### src/rtl/spec_done_timer_pkg.sv
`timescale 1ns/1ps
package spec_done_timer_pkg;

    typedef enum logic [2:0] {
        PH_IDLE  = 3'd0,
        PH_SHIFT = 3'd1,
        PH_ADD1  = 3'd2,
        PH_ADD2  = 3'd3,
        PH_DONE  = 3'd4
    } phase_e;

    typedef struct packed {
        logic zero;
        logic en1;
        logic en2;
    } term_cfg_t;

    // Number of terms implied by a captured configuration (0..3).
    function automatic logic [1:0] term_count(input term_cfg_t c);
        if (c.zero)
            return 2'd0;
        else if (!c.en1)
            return 2'd1;
        else if (!c.en2)
            return 2'd2;
        else
            return 2'd3;
    endfunction

    function automatic int max3(input int a, input int b, input int c);
        int m;
        m = (a > b) ? a : b;
        return (m > c) ? m : c;
    endfunction

endpackage

### src/rtl/sdt_req_edge.sv
`timescale 1ns/1ps
module sdt_req_edge (
    input  logic clk,
    input  logic rst,
    input  logic req_i,
    output logic rise_o
);
    logic req_q;

    always_ff @(posedge clk) begin
        if (rst)
            req_q <= 1'b1;   // a request held through reset is not a fresh edge
        else
            req_q <= req_i;
    end

    assign rise_o = req_i & ~req_q;
endmodule

### src/rtl/sdt_cfg_hold.sv
`timescale 1ns/1ps
module sdt_cfg_hold
    import spec_done_timer_pkg::*;
(
    input  logic      clk,
    input  logic      rst,
    input  logic      capture_i,
    input  term_cfg_t live_i,
    output term_cfg_t cfg_o
);
    term_cfg_t held_q;

    always_ff @(posedge clk) begin
        if (rst)
            held_q <= '0;
        else if (capture_i)
            held_q <= live_i;
    end

    // On the capture cycle the live value is used directly.
    assign cfg_o = capture_i ? live_i : held_q;
endmodule

### src/rtl/sdt_seg_count.sv
`timescale 1ns/1ps
module sdt_seg_count #(
    parameter int W = 3
) (
    input  logic         clk,
    input  logic         rst,
    input  logic         clear_i,
    input  logic         load_i,
    input  logic [W-1:0] load_val_i,
    output logic         zero_o
);
    logic [W-1:0] cnt_q;

    always_ff @(posedge clk) begin
        if (rst || clear_i)
            cnt_q <= '0;
        else if (load_i)
            cnt_q <= load_val_i;
        else if (cnt_q != '0)
            cnt_q <= cnt_q - 1'b1;
    end

    assign zero_o = (cnt_q == '0);
endmodule

### src/rtl/sdt_phase_ctrl.sv
`timescale 1ns/1ps
module sdt_phase_ctrl
    import spec_done_timer_pkg::*;
#(
    parameter int W         = 3,
    parameter int SHIFT_CYC = 2,
    parameter int ADD1_CYC  = 3,
    parameter int ADD2_CYC  = 4
) (
    input  logic         clk,
    input  logic         rst,
    input  logic         start_i,
    input  logic         req_i,
    input  term_cfg_t    cfg_i,
    input  logic         seg_zero_i,
    output logic         load_o,
    output logic [W-1:0] load_val_o,
    output logic         clear_o,
    output logic         add1_q_o,
    output logic         add2_q_o,
    output logic         ack_o
);
    localparam logic [W-1:0] SHIFT_LD = W'(SHIFT_CYC - 1);
    localparam logic [W-1:0] ADD1_LD  = W'(ADD1_CYC - 1);
    localparam logic [W-1:0] ADD2_LD  = W'(ADD2_CYC - 1);

    phase_e     phase_q, phase_d;
    logic [1:0] terms;
    logic       add1_d, add2_d;

    assign terms = term_count(cfg_i);

    always_comb begin
        phase_d    = phase_q;
        load_o     = 1'b0;
        load_val_o = '0;
        clear_o    = 1'b0;
        case (phase_q)
            PH_IDLE: begin
                if (start_i) begin
                    if (terms == 2'd0) begin
                        phase_d = PH_DONE;
                    end else begin
                        phase_d    = PH_SHIFT;
                        load_o     = 1'b1;
                        load_val_o = SHIFT_LD;
                    end
                end
            end
            PH_SHIFT: begin
                if (!req_i) begin
                    phase_d = PH_IDLE;
                    clear_o = 1'b1;
                end else if (seg_zero_i) begin
                    if (terms >= 2'd2) begin
                        phase_d    = PH_ADD1;
                        load_o     = 1'b1;
                        load_val_o = ADD1_LD;
                    end else begin
                        phase_d = PH_DONE;
                    end
                end
            end
            PH_ADD1: begin
                if (!req_i) begin
                    phase_d = PH_IDLE;
                    clear_o = 1'b1;
                end else if (seg_zero_i) begin
                    if (terms == 2'd3) begin
                        phase_d    = PH_ADD2;
                        load_o     = 1'b1;
                        load_val_o = ADD2_LD;
                    end else begin
                        phase_d = PH_DONE;
                    end
                end
            end
            PH_ADD2: begin
                if (!req_i) begin
                    phase_d = PH_IDLE;
                    clear_o = 1'b1;
                end else if (seg_zero_i) begin
                    phase_d = PH_DONE;
                end
            end
            PH_DONE: begin
                if (!req_i)
                    phase_d = PH_IDLE;
            end
            default: begin
                phase_d = PH_IDLE;
                clear_o = 1'b1;
            end
        endcase
    end

    // Stage enables stay up from their segment until the return to zero.
    always_comb begin
        add1_d = (phase_d == PH_ADD1) || (phase_d == PH_ADD2) ||
                 ((phase_d == PH_DONE) && (terms >= 2'd2));
        add2_d = (phase_d == PH_ADD2) ||
                 ((phase_d == PH_DONE) && (terms == 2'd3));
    end

    always_ff @(posedge clk) begin
        if (rst) begin
            phase_q  <= PH_IDLE;
            add1_q_o <= 1'b0;
            add2_q_o <= 1'b0;
            ack_o    <= 1'b0;
        end else begin
            phase_q  <= phase_d;
            add1_q_o <= add1_d;
            add2_q_o <= add2_d;
            ack_o    <= (phase_d == PH_DONE);
        end
    end
endmodule

### src/rtl/spec_done_timer.sv
`timescale 1ns/1ps
module spec_done_timer
    import spec_done_timer_pkg::*;
#(
    parameter int SHIFT_CYC      = 2,
    parameter int ADD1_CYC       = 3,
    parameter int ADD2_CYC       = 4,
    parameter bit REQ_GATES_ADD2 = 1'b1
) (
    input  logic clk,
    input  logic rst,
    input  logic req_i,
    input  logic zero_term_i,
    input  logic en1_i,
    input  logic en2_i,
    output logic add1_en_o,
    output logic add2_en_o,
    output logic ack_o
);
    localparam int MAX_SEG = max3(SHIFT_CYC, ADD1_CYC, ADD2_CYC);
    localparam int CNT_W   = (MAX_SEG < 2) ? 1 : $clog2(MAX_SEG);

    logic             req_rise;
    term_cfg_t        live_cfg, cfg;
    logic             seg_load, seg_clear, seg_zero;
    logic [CNT_W-1:0] seg_val;
    logic             add1_q, add2_q;

    assign live_cfg = '{zero: zero_term_i, en1: en1_i, en2: en2_i};

    sdt_req_edge u_edge (
        .clk    (clk),
        .rst    (rst),
        .req_i  (req_i),
        .rise_o (req_rise)
    );

    sdt_cfg_hold u_cfg (
        .clk       (clk),
        .rst       (rst),
        .capture_i (req_rise),
        .live_i    (live_cfg),
        .cfg_o     (cfg)
    );

    sdt_seg_count #(.W(CNT_W)) u_cnt (
        .clk        (clk),
        .rst        (rst),
        .clear_i    (seg_clear),
        .load_i     (seg_load),
        .load_val_i (seg_val),
        .zero_o     (seg_zero)
    );

    sdt_phase_ctrl #(
        .W         (CNT_W),
        .SHIFT_CYC (SHIFT_CYC),
        .ADD1_CYC  (ADD1_CYC),
        .ADD2_CYC  (ADD2_CYC)
    ) u_ctrl (
        .clk        (clk),
        .rst        (rst),
        .start_i    (req_rise),
        .req_i      (req_i),
        .cfg_i      (cfg),
        .seg_zero_i (seg_zero),
        .load_o     (seg_load),
        .load_val_o (seg_val),
        .clear_o    (seg_clear),
        .add1_q_o   (add1_q),
        .add2_q_o   (add2_q),
        .ack_o      (ack_o)
    );

    assign add1_en_o = add1_q;

    generate
        if (REQ_GATES_ADD2) begin : g_add2_gated
            assign add2_en_o = add2_q & req_i;
        end else begin : g_add2_plain
            assign add2_en_o = add2_q;
        end
    endgenerate
endmodule

### config.mk
export PLATFORM = sky130hd
export DESIGN_NAME = spec_done_timer
export DESIGN_NICKNAME = d
export VERILOG_FILES = /design/src/rtl/spec_done_timer_pkg.sv /design/src/rtl/sdt_req_edge.sv /design/src/rtl/sdt_cfg_hold.sv /design/src/rtl/sdt_seg_count.sv /design/src/rtl/sdt_phase_ctrl.sv /design/src/rtl/spec_done_timer.sv
export SDC_FILE = /design/constraint.sdc
export NUM_CORES = 1
export LEC_CHECK = 0
export ABC_CLOCK_PERIOD_IN_PS = 1900
export CORE_AREA = 2 2 39 41
export CTS_CLUSTER_SIZE = 24
export DETAILED_ROUTE_END_ITERATION = 8
export DIE_AREA = 0 0 41 43
export DONT_BUFFER_PORTS = 1
export GPL_TIMING_DRIVEN = 0
export PLACE_DENSITY = 0.68
export SLEW_MARGIN = 20
export SYNTH_ARGS = -nofsm -noshare
export SYNTH_HDL_FRONTEND = slang
export SYNTH_SLANG_ARGS = --single-unit
export TNS_END_PERCENT = 20
### constraint.sdc
create_clock -name clk -period 1.9 [get_ports clk]
set_input_delay 0.19 -clock clk [delete_from_list [all_inputs] [get_ports clk]]
set_output_delay 0.19 -clock clk [all_outputs]
set_load 0.005 [all_outputs]
### Word-level counts from Yosys, hierarchy flattened

Cells that the tools add are included.

| storage, ports and cells | value |
|---|---|
| bits in registers | 12 |
| output and inout port bits | 3 |
| bits of input ports | 6 |

| cells by class | value |
|---|---|
| muxes and demuxes | 38 |
| $add $sub $neg | 1 |
| $lt $le $gt $ge | 1 |
| bitwise logic cells | 3 |
| equality and inequality tests | 8 |
| reduce and logical (&&, ||, !) cells | 13 |

Operator list:

| cell | number |
|---|---|
| two-way mux 3 bit | 12 |
| two-way mux 2 bit | 11 |
| one-hot mux 3 bit (5 select lines) | 1 |
| equality test 3 x 2 -> 1 bit, second input constant | 4 |
| two-way mux 1 bit | 11 |
| equality test 3 bit, second input constant | 2 |
| one-hot mux 2 bit (3 select lines) | 1 |
| logical NOT 2 bit | 2 |
| logical OR 1 bit | 4 |
| nonzero test 2 bit | 2 |
| equality test 3 x 1 -> 1 bit, second input constant | 1 |
| logical NOT 3 bit | 1 |
| one-hot mux 1 bit (3 select lines) | 1 |
| OR reduction 3 bit | 1 |
| bitwise AND 1 bit | 2 |
| equality test 2 bit, second input constant | 1 |
| >= comparator 2 bit, second input constant | 1 |
| logical AND 1 bit | 2 |
| one-hot mux 1 bit (2 select lines) | 1 |
| OR reduction 2 bit | 1 |
| subtractor 2 x 1 -> 2 bit, second input constant | 1 |
| NOT 1 bit | 1 |

### Logic depth before layout (Yosys ltp)

Gate-level depths: netlist of run 1.

| depth | value |
|---|---|
| word-level depth | 14 |
| gate-level depth with buffers | 8 |
| mapped depth without buffers | 7 |

### Cells and area by module

From an unflattened synthesis of run 1, not the netlist that was laid out.

| unflattened totals | value |
|---|---|
| cell total of the unflattened synthesis | 66 |
| area, all modules | 636.9 sq um |

Modules (own cells, without submodules):

| module | instances | area each (sq um) | cells each |
|---|---|---|---|
| sdt_phase_ctrl | 1 | 341.6 | 40 |
| sdt_seg_count | 1 | 128.9 | 13 |
| sdt_cfg_hold | 1 | 127.6 | 9 |
| sdt_req_edge | 1 | 32.5 | 3 |
| spec_done_timer | 1 | 6.3 | 1 |

### Worst setup path before layout of run 1

Ideal clock, no wire load.

| path | value |
|---|---|
| path kind | reg2reg |
| start point | register u_cnt.cnt_q[0] |
| end point | register u_cnt.cnt_q[1] |
| period minus slack after synthesis | 1.549 ns |
| path slack | 0.351 ns |
| data arrival time | 1.476 ns |
| stages on the path, launching flop included | 8 |
| data required time | 1.827 ns |
| cell sequence | dfxtp_1 > inv_1 > ha_1 > clkbuf_1 > nand2_1 > or3_1 > o22a_1 > nor3_2 |

| on the way | value |
|---|---|
| cells in the longest elaborated chain, start to end | 5 |
| elaborated cells on any way between the ends | 16 |

RTL lines:

| element | RTL line | source |
|---|---|---|
| start, declared | sdt_seg_count.sv:12 | `logic [W-1:0] cnt_q;` |
| start signal, assigned | sdt_seg_count.sv:18 | `cnt_q <= load_val_i;` |
| start signal, assigned | sdt_seg_count.sv:20 | `cnt_q <= cnt_q - 1'b1;` |
| logical NOT 2 bit | sdt_seg_count.sv:23 | `assign zero_o = (cnt_q == '0);` |
| two-way mux 2 bit (tied with other cells) | sdt_phase_ctrl.sv:68 | `end else if (seg_zero_i) begin` |
| two-way mux 2 bit (tied with other cells) | sdt_phase_ctrl.sv:65 | `if (!req_i) begin` |
| one-hot mux 2 bit (3 select lines) / one-hot mux 1 bit (3 select lines) (equally long branches) | sdt_phase_ctrl.sv:38 | `case (phase_q)` |
| two-way mux 2 bit / nonzero test 2 bit (equally long branches) | - |  |

Parallel ways exist; a longest one is shown, timed or not. The select of a mux whose other input is x is not followed.
A chain may end at the register's enable or synchronous reset.

### Final worst setup path of run 1

| path | value |
|---|---|
| start point | register u_edge.req_q |
| end point | register u_ctrl.add2_q_o |

| on the way | value |
|---|---|
| cells in the longest elaborated chain, start to end | 14 |
| elaborated cells on any way between the ends | 22 |

RTL lines:

| element | RTL line | source |
|---|---|---|
| start, declared | sdt_req_edge.sv:8 | `logic req_q;` |
| start signal, assigned | sdt_req_edge.sv:14 | `req_q <= req_i;` |
| NOT 1 bit * | sdt_req_edge.sv:17 | `assign rise_o = req_i & ~req_q;` |
| bitwise AND 1 bit * | sdt_req_edge.sv:17 |  |
| two-way mux 3 bit | sdt_cfg_hold.sv:21 | `assign cfg_o = capture_i ? live_i : held_q;` |
| two-way mux 1 bit | spec_done_timer_pkg.sv:24 | `else if (!c.en2)` |
| two-way mux 2 bit | spec_done_timer_pkg.sv:22 | `else if (!c.en1)` |
| two-way mux 2 bit | spec_done_timer_pkg.sv:20 | `if (c.zero)` |
| >= comparator 2 bit / equality test 2 bit (equally long branches) | sdt_phase_ctrl.sv:55, sdt_phase_ctrl.sv:69, sdt_phase_ctrl.sv:102 |  |
| two-way mux 3 bit (on tied branches) | sdt_phase_ctrl.sv:55, sdt_phase_ctrl.sv:69 |  |
| two-way mux 3 bit (on tied branches) | sdt_phase_ctrl.sv:54, sdt_phase_ctrl.sv:68 |  |
| two-way mux 3 bit (on tied branches) | sdt_phase_ctrl.sv:51, sdt_phase_ctrl.sv:65 |  |
| one-hot mux 3 bit (5 select lines) | sdt_phase_ctrl.sv:38 |  |
| equality test 3 bit | sdt_phase_ctrl.sv:102 | `((phase_d == PH_DONE) && (terms == 2'd3));` |
| logical AND 1 bit | sdt_phase_ctrl.sv:102 |  |
| logical OR 1 bit * | sdt_phase_ctrl.sv:101 | `add2_d = (phase_d == PH_ADD2) \|\|` |
| end signal, assigned | sdt_phase_ctrl.sv:109 | `add2_q_o <= 1'b0;` |
| end signal, assigned | sdt_phase_ctrl.sv:114 | `add2_q_o <= add2_d;` |
| end, declared | sdt_phase_ctrl.sv:20 | `output logic add2_q_o,` |

Every way passes the cells marked *; elsewhere a longest branch is shown, timed or not.

==> impl_metrics.toml, run 1 <==
[finish]
fill_cells = 133
multiInputGateArea_um2 = 434
area_delta_synth_final_pct = 5.40
drive_gt1_frac = 0.136
instances_no_fill = 104
final_util = 0.547
design_area_um2 = 757
layout.nets = 97
num_antenna_cells = 0
seq_area_um2 = 240

[timing]
skew_ps = 3.41
period_share = 0.891
setup_viol = 0
fin_crit_ps = 1690
slew_headroom = 0.690
final_max_slew_viol_count = 0
fmax_ghz = 0.590
whs_ps = 8.16
hold_violations = 0
fin_setup_tns_ps = 0
tightest_slew_ps = 464
rsz0062_at_grt = "no"

[yosys]
ys.flop_type = "dfxtp_1"
async_flop_share = 0
yosysTopAreaCell = "dfxtp_1"
synthCells = 86
syn_area_um2 = 718
ys_seq_area_frac = 0.334
yosys_warnings = 0
ys_ff_latch = 12
synth.distinct_cells = 38
synth.area.top_cells = "dfxtp_1 (33%), nor2_1 (6.3%), nor2b_1 (6.1%)"
synth_edf_count = 0
synth_top_area_share = 0.334
yosys-top-cells-count = "dfxtp_1 (12), nor2_1 (12), inv_1 (7), nor2b_1 (7)"
synth_nets = 93
synth_area_per_cell_um2 = 8.35

[critical_path]
crit_cells = 5
slowest_stage = "dfxtp_1"
crit_path_end_kind = "flip-flop"
ff2ff_setup_slack_ps = 210
cp_top_family = "compound AO/OA/AOI/OAI gates"
worstRegToRegCells = 5
critical_path.endpoint = "u_ctrl.add2_q_o"
crit_type = "flip-flop to flip-flop"
crit_chain = "nand2b_1 > mux2i_1 > nor2_1 > a31oi_1 > o22ai_1"
slowest_delay_ps = 400
rr_endpoint = "u_ctrl.add2_q_o"
crit_arrival_ps = 1850
cp.required_ps = 2060
reg2reg_from = "u_edge.req_q"
critPathLaunchType = "flip-flop"
worst-path-buf-inv = 0
crit_start = "u_edge.req_q"
critPathMaxFanout = 5

[flow_run]
cap_violations = 0

[clock_network]
cts_htree_levels = 1
cts.sinks = 12
clk_pin_slew_worst_paths_ps = 70
clockBufferDepth = 2
cts-resized-gates = 0
cts_tree = "done"
numCtsBuffers = 3
insertion_delay_ps = 280
cts_root_buffer = "clkbuf_4"

[global_route]
grt_pass1_vias = 579
grt_max_degree = 11
grt_overflow = 0
grt_pass1_wl_um = 2430
grt.total_usage = 0.208
antenna_found_initial = 0

[place]
place_area_um2 = 738
place.gp.congestion = 0.780
dp.cells = 102
port_buffers = 0
dp_hpwl_um = 1050

[routing]
detail-route-antenna-nets = 0
vias = 616
first_pass_iters = 5
vias_per_cell = 5.92
drtIter0Drc = 20
drc = 0
wirelength_um = 1430
wl_per_cell_um = 13.7

[hold_path]
worstHoldStart = "req_i"
hold_path_class = "input pin to flip-flop"

[die]
start_util = 0.519
die_x_um = 41
core_region_area_mm2 = 0.00138
ios = 9
row_count = 14
dieArea_mm2 = 0.00176
die_y_um = 43

[power]
p_leak_nw = 0.280
power_density_mw_per_mm2 = 893
ir_drop_v = 0.000402

[outcome]
run_status = "complete, no violations"
-- per-layer routing --
layer,vias to the layer above,track usage,part of all wire
met2,21,0.266,0.41
met3,5,0.0471,0.047
li1,316,-,-
met1,274,0.308,0.52
met4,0,0.120,0.027
met5,-,0,0
-- report_power, final --
group          leakage [nW]  switching (mW)  internal, mW
Combinational         0.168           0.124        0.0930
Clock                0.0138          0.0888        0.0737
Sequential           0.0978          0.0187         0.278
Total                 0.280           0.231         0.444
-- cell usage in the layout (no fill, tap or decap), drive strengths merged, types with 2 or more instances in the layout --
| master | netlist | routed |
|---|---|---|
| nor2 | 12 | 12 |
| a31oi | 3 | 3 |
| o22ai | 3 | 3 |
| nor2b | 7 | 7 |
| or2 | 2 | 2 |
| nor3 | 2 | 2 |
| a21oi | 3 | 3 |
| or3 | 2 | 2 |
| dfxtp | 12 | 12 |
| clkbuf | 2 | 4 |
| inv | 7 | 7 |
| o31ai | 3 | 3 |
| buf | 2 | 2 |
| nand3 | 3 | 3 |
| mux2i | 2 | 2 |
| nand2 | 2 | 2 |
| nor4 | 2 | 2 |
-- cells by family (layout without fill, tap and decap cells) --
family,count (synthesis),in the layout,share of synthesized area
fa+ha+maj,1,1,0.0174
mux,2,2,0.0279
flops,12,12,0.334
buf+inv,11,13,0.0610
compound gates,20,20,0.218
simple gates,40,40,0.341
-- per-stage QoR --
stage / power (mW) / worst slack (ps)
2_1_floorplan: 0.486 / 351
3_3_place_gp: 0.520 / 160
3_5_place_dp: 0.522 / 166
4_1_cts: 0.682 / 151
5_1_grt: 0.726 / 36.7
6_report: 0.676 / 206
-- registers in the layout, summed over array words and instances, names as in the netlist --
name	cells
u_cfg.held_q	3
u_edge.req_q	1
u_ctrl.phase_q	3
u_ctrl.add2_q_o	1
u_cnt.cnt_q	2
u_ctrl.ack_o	1
u_ctrl.add1_q_o	1
-- repair_timing --
action,4_1_cts,5_1_grt
buffers inserted,0,0
hold buffers,0,0
setup endpoints to repair,0,1
-- layout make-up --
type | instances | share of cell area
inverter | 7 | 0.0347
multi-input combinational | 63 | 0.574
clock buffer | 3 | 0.0298
sequential | 12 | 0.317
tap | 16 | 0.0264
buffer | 3 | 0.0182
-- worst min-delay path by stage --
| stage | cells past startpoint | slack, ps | to |
|---|---|---|---|
| final | 1 | 8 | u_edge.req_q |
| after floorplan | 1 | 300 | u_edge.req_q |
| after global placement | 1 | 300 | u_edge.req_q |
| after CTS | 1 | 9 | u_edge.req_q |
| after global routing | 1 | 10 | u_edge.req_q |
| after detailed placement | 1 | 300 | u_edge.req_q |
No activity file was read; power rests on OpenSTA's default activity.
==> inputs of run 2 (changes only) <==
- CTS_CLUSTER_DIAMETER: unset -> 60
- PLACE_DENSITY: 0.68 -> unset
- PLACE_DENSITY_LB_ADDON: unset -> 0.05
- SETUP_SLACK_MARGIN: unset -> 0.2
==> run 2 against run 1 <==
- non-clock buffer count rose by 1
- hold slack got worse by 3.0 ps
- sequential cell count did not move
- register-to-register slack improved by 110 ps
- worst setup slack improved by 110 ps
- fmax rose by 6.6%
- clock power rose by 34%
- critical path type unchanged
- highest routed layer unchanged
==> impl_metrics.toml, run 2 (synthesis results as in run 1) <==
[outcome]
run_status = "complete, no violations"

[finish]
final_util = 0.574
drive_gt1_frac = 0.178
multiInputGateArea_um2 = 453
instances_no_fill = 106
layout.nets = 98
num_antenna_cells = 0
seq_area_um2 = 240
fill_cells = 132
mostFrequentLayoutCells = "nor2_1 (12), dfxtp_1 (12), inv_1 (7), nor2b_1 (7)"
area_delta_synth_final_pct = 10.6
largestRegisters = "u_cfg.held_q (3), u_ctrl.phase_q (3), u_cnt.cnt_q (2)"
design_area_um2 = 795

[flow_run]
cap_violations = 0

[hold_path]
hold_path_class = "input pin to flip-flop"
worstHoldStart = "req_i"

[global_route]
grt_overflow = 0
grt_pass1_wl_um = 2370
grt.total_usage = 0.197
grt_pass1_vias = 568
grt_max_degree = 11
antenna_found_initial = 0

[routing]
vias = 603
first_pass_iters = 4
drc = 0
drtIter0Drc = 14
wirelength_um = 1460
vias_per_cell = 5.69
wl_per_cell_um = 13.8
detail-route-antenna-nets = 0

[power]
p_leak_nw = 0.289
power_density_mw_per_mm2 = 936
ir_drop_v = 0.000565
finalPower_mw = 0.743

[critical_path]
crit_start = "u_cnt.cnt_q[0]"
reg2reg_from = "u_cnt.cnt_q[0]"
crit_chain = "inv_1 > ha_1 > clkbuf_2 > nand2_1 > or3_1 > o22ai_1 > a211oi_2"
critPathMaxFanout = 10
cp.required_ps = 2080
crit_type = "flip-flop to flip-flop"
slowest_delay_ps = 340
critPathLaunchType = "flip-flop"
crit_arrival_ps = 1760
crit_path_end_kind = "flip-flop"
slowest_stage = "dfxtp_1"

[timing]
fin_setup_tns_ps = 0
final_max_slew_viol_count = 0
skew_ps = 6.29
fmax_ghz = 0.630
period_share = 0.836
fin_crit_ps = 1590
rsz0062_at_grt = "yes"
hold_violations = 0
tightest_slew_ps = 486
setup_viol = 0
slew_headroom = 0.676

[place]
place.gp.congestion = 0.758
dp_hpwl_um = 1030
place_area_um2 = 738
dp.cells = 102
port_buffers = 0

[clock_network]
clk_pin_slew_worst_paths_ps = 90
cts_tree = "done"
postCtsHoldBufs = 0
cts.sinks = 12
numCtsBuffers = 3
clockBufferDepth = 2
cts_htree_levels = 1
cts_root_buffer = "clkbuf_4"
insertion_delay_ps = 290
post_cts_buffers = 0

[die]
core_region_area_mm2 = 0.00138
ios = 9
die_x_um = 41
die_y_um = 43
row_count = 14
start_util = 0.519
dieArea_mm2 = 0.00176
run 2: worst paths after layout:
kind,slack (ps),cells after the start,end
min,5,1,u_edge.req_q
max reg2reg,310,7,u_cnt.cnt_q[0]
max,310,7,u_cnt.cnt_q[0]
min reg2reg,570,2,u_cfg.held_q[1]
run 2: report_power, final:
group | internal (mW) | switching [mW] | total [mW] | leakage, nW
logic | 0.0957 | 0.133 | 0.229 | 0.170
registers | 0.278 | 0.0187 | 0.296 | 0.0978
clock network | 0.117 | 0.101 | 0.218 | 0.0210
run 2: what timing repair did:
action / CTS / global route
resized for setup: 1 / 3
pin swaps: 0 / 0
endpoints found under the setup margin: 2 / 3
run 2: layer usage:
layer  up-vias  share of wire  GRT usage
met5         -              0          0
met4         0          0.016      0.100
met3         2          0.049     0.0314
met2        13           0.45      0.284
met1       268           0.49      0.272
li1        320              -          -
run 2: cell type report:
type | count | area share
inverter | 7 | 0.0331
sequential | 12 | 0.302
clock buffer | 4 | 0.0457
tap | 16 | 0.0252
buffer | 4 | 0.0236
multi-input combinational | 63 | 0.570
run 2: critical path, delay by kind of cell (launching register included):
family | cells | cell delay (ps)
buf+inv | 2 | 270
flops | 1 | 340
compound gates | 2 | 250
simple gates | 2 | 460
fa+ha+maj | 1 | 140
run 2: per-stage QoR:
step	setup slack [ps]	hold WS [ps]
floorplan	351	297
global placement	171	298
detailed placement	176	300
CTS	292	7.16
global route	175	5.68
finish	312	5.18
==> inputs of run 3 (changes only) <==
- ABC_CLOCK_PERIOD_IN_PS: 1900 -> 1300
- CORE_AREA: 2 2 39 41 -> 2 2 40 42
- DIE_AREA: 0 0 41 43 -> 0 0 42 44
- clock period: 1.9 -> 1.3 ns (I/O delays scaled with it)
==> run 3 against run 2 <==
- the flow now finishes with violations (negative hold slack, negative setup slack)
- global-route usage is 1.9 points higher
- fmax is 7.2% higher
- die area is 4.8% higher
- critical path depth stayed put
- highest routed layer unchanged
==> impl_metrics.toml, run 3 (synthesis results as in run 1) <==
[routing]
vias_per_cell = 5.81
wl_per_cell_um = 15.1
wirelength_um = 1780
drc = 0
drtIter0Drc = 19
first_pass_iters = 6
detail-route-antenna-nets = 0
vias = 686

[timing]
whs_ps = -10.9
rsz0062_at_grt = "yes"
fmax_ghz = 0.675
period_share = 1.14
skew_ps = 5.47
fin_setup_tns_ps = -1130
tightest_slew_ps = 486
fin_crit_ps = 1480
worst_slack_ps = -182
final_max_slew_viol_count = 0
setup_viol = 8
hold_violations = 1
slew_headroom = 0.676

[power]
combPwrFrac = 0.459
power_density_mw_per_mm2 = 1430
p_leak_nw = 0.363
p_sw_frac = 0.322
finalPower_mw = 1.38
p_clk_frac = 0.224
p_int_mw = 0.934
p_seq_frac = 0.317
power_switching_mw = 0.443
ir_drop_v = 0.000804

[critical_path]
worst-path-buf-inv = 2
ff2ff_setup_slack_ps = -180
cp.required_ps = 1520
slowest_delay_ps = 390
critPathLaunchType = "flip-flop"
crit_path_end_kind = "flip-flop"
crit_arrival_ps = 1700
worstRegToRegCells = 7
crit_chain = "inv_2 > ha_2 > clkbuf_8 > nand2_4 > or3_4 > o22a_1 > nor3_2"
slowest_stage = "or3_4"
crit_cells = 7
cp_top_family = "simple AND/OR/NAND/NOR gates"
crit_type = "flip-flop to flip-flop"
critPathMaxFanout = 4

[global_route]
grt_pass1_vias = 651
grt_max_degree = 11
grt.total_usage = 0.216
grt_overflow = 0
grt_pass1_wl_um = 2960
antenna_found_initial = 0

[clock_network]
cts_tree = "done"
insertion_delay_ps = 280
clk_pin_slew_worst_paths_ps = 80
clockBufferDepth = 2
numCtsBuffers = 3
cts_htree_levels = 1
cts.sinks = 12
cts_root_buffer = "clkbuf_4"

[die]
core_region_area_mm2 = 0.00142
die_y_um = 44
start_util = 0.506
dieArea_mm2 = 0.00185
row_count = 14
ios = 9
die_x_um = 42

[finish]
instances_no_fill = 118
num_antenna_cells = 0
area_delta_synth_final_pct = 33.6
mostFrequentLayoutCells = "buf_4 (13), nor2_1 (11), dfxtp_1 (8), inv_1 (6), nor2b_1 (6)"
drive_gt1_frac = 0.412
final_util = 0.676
largestRegisters = "u_cfg.held_q (3), u_ctrl.phase_q (3), u_cnt.cnt_q (2)"
layout.nets = 110
design_area_um2 = 960
final_common_cell = "buf_4"

[place]
port_buffers = 0
place.gp.congestion = 0.783
dp_hpwl_um = 1090
place_area_um2 = 751
place_ws_ps = -304
dp.cells = 102

[outcome]
run_status = "finished, violations left"
violations = "negative hold slack, negative setup slack"

[hold_path]
hold_path_class = "input pin to flip-flop"
hold_depth = 2

[flow_run]
cap_violations = 0
## run 3: final timing paths
path / startpoint / to
worst max-delay path: u_cnt.cnt_q[0] / u_cnt.cnt_q[1]
worst min-delay path: zero_term_i / u_cfg.held_q[2]
worst max register to register: u_cnt.cnt_q[0] / u_cnt.cnt_q[1]
worst min register to register: u_cfg.held_q[1] / u_cfg.held_q[1]
## run 3: cell type report
type	count	area, µm²
Inverter	7	26.3
Buffer	4	32.5
Clock buffer	4	36.3
Multi-Input combinational cell	63	507
Tap cell	16	20.0
Timing Repair Buffer	12	92.6
Sequential cell	12	245
Fill cell	119	459
## run 3: power groups by stage
stage	Clock, mW	Combinational, mW	Sequential [mW]
floorplan	0	0.324	0.435
global placement	0	0.371	0.442
detailed placement	0	0.373	0.442
CTS	0.301	0.608	0.436
global route	0.320	0.683	0.443
finish	0.308	0.632	0.437
## run 3: per-layer routing
metal	vias to the layer above	track usage	share of wire
met5	-	0	0
met4	0	0.0774	0.012
met3	4	0.0250	0.019
met2	7	0.391	0.52
met1	334	0.263	0.45
li1	341	-	-
## run 3: repair_timing
| action | CTS | global route |
|---|---|---|
| pin swaps | 5 | 2 |
| hold buffers | 1 | 0 |
| endpoints found under the setup margin | 8 | 11 |
| hold endpoints to repair | 1 | 0 |
| gates resized for setup | 18 | 4 |
| buffers inserted | 7 | 4 |
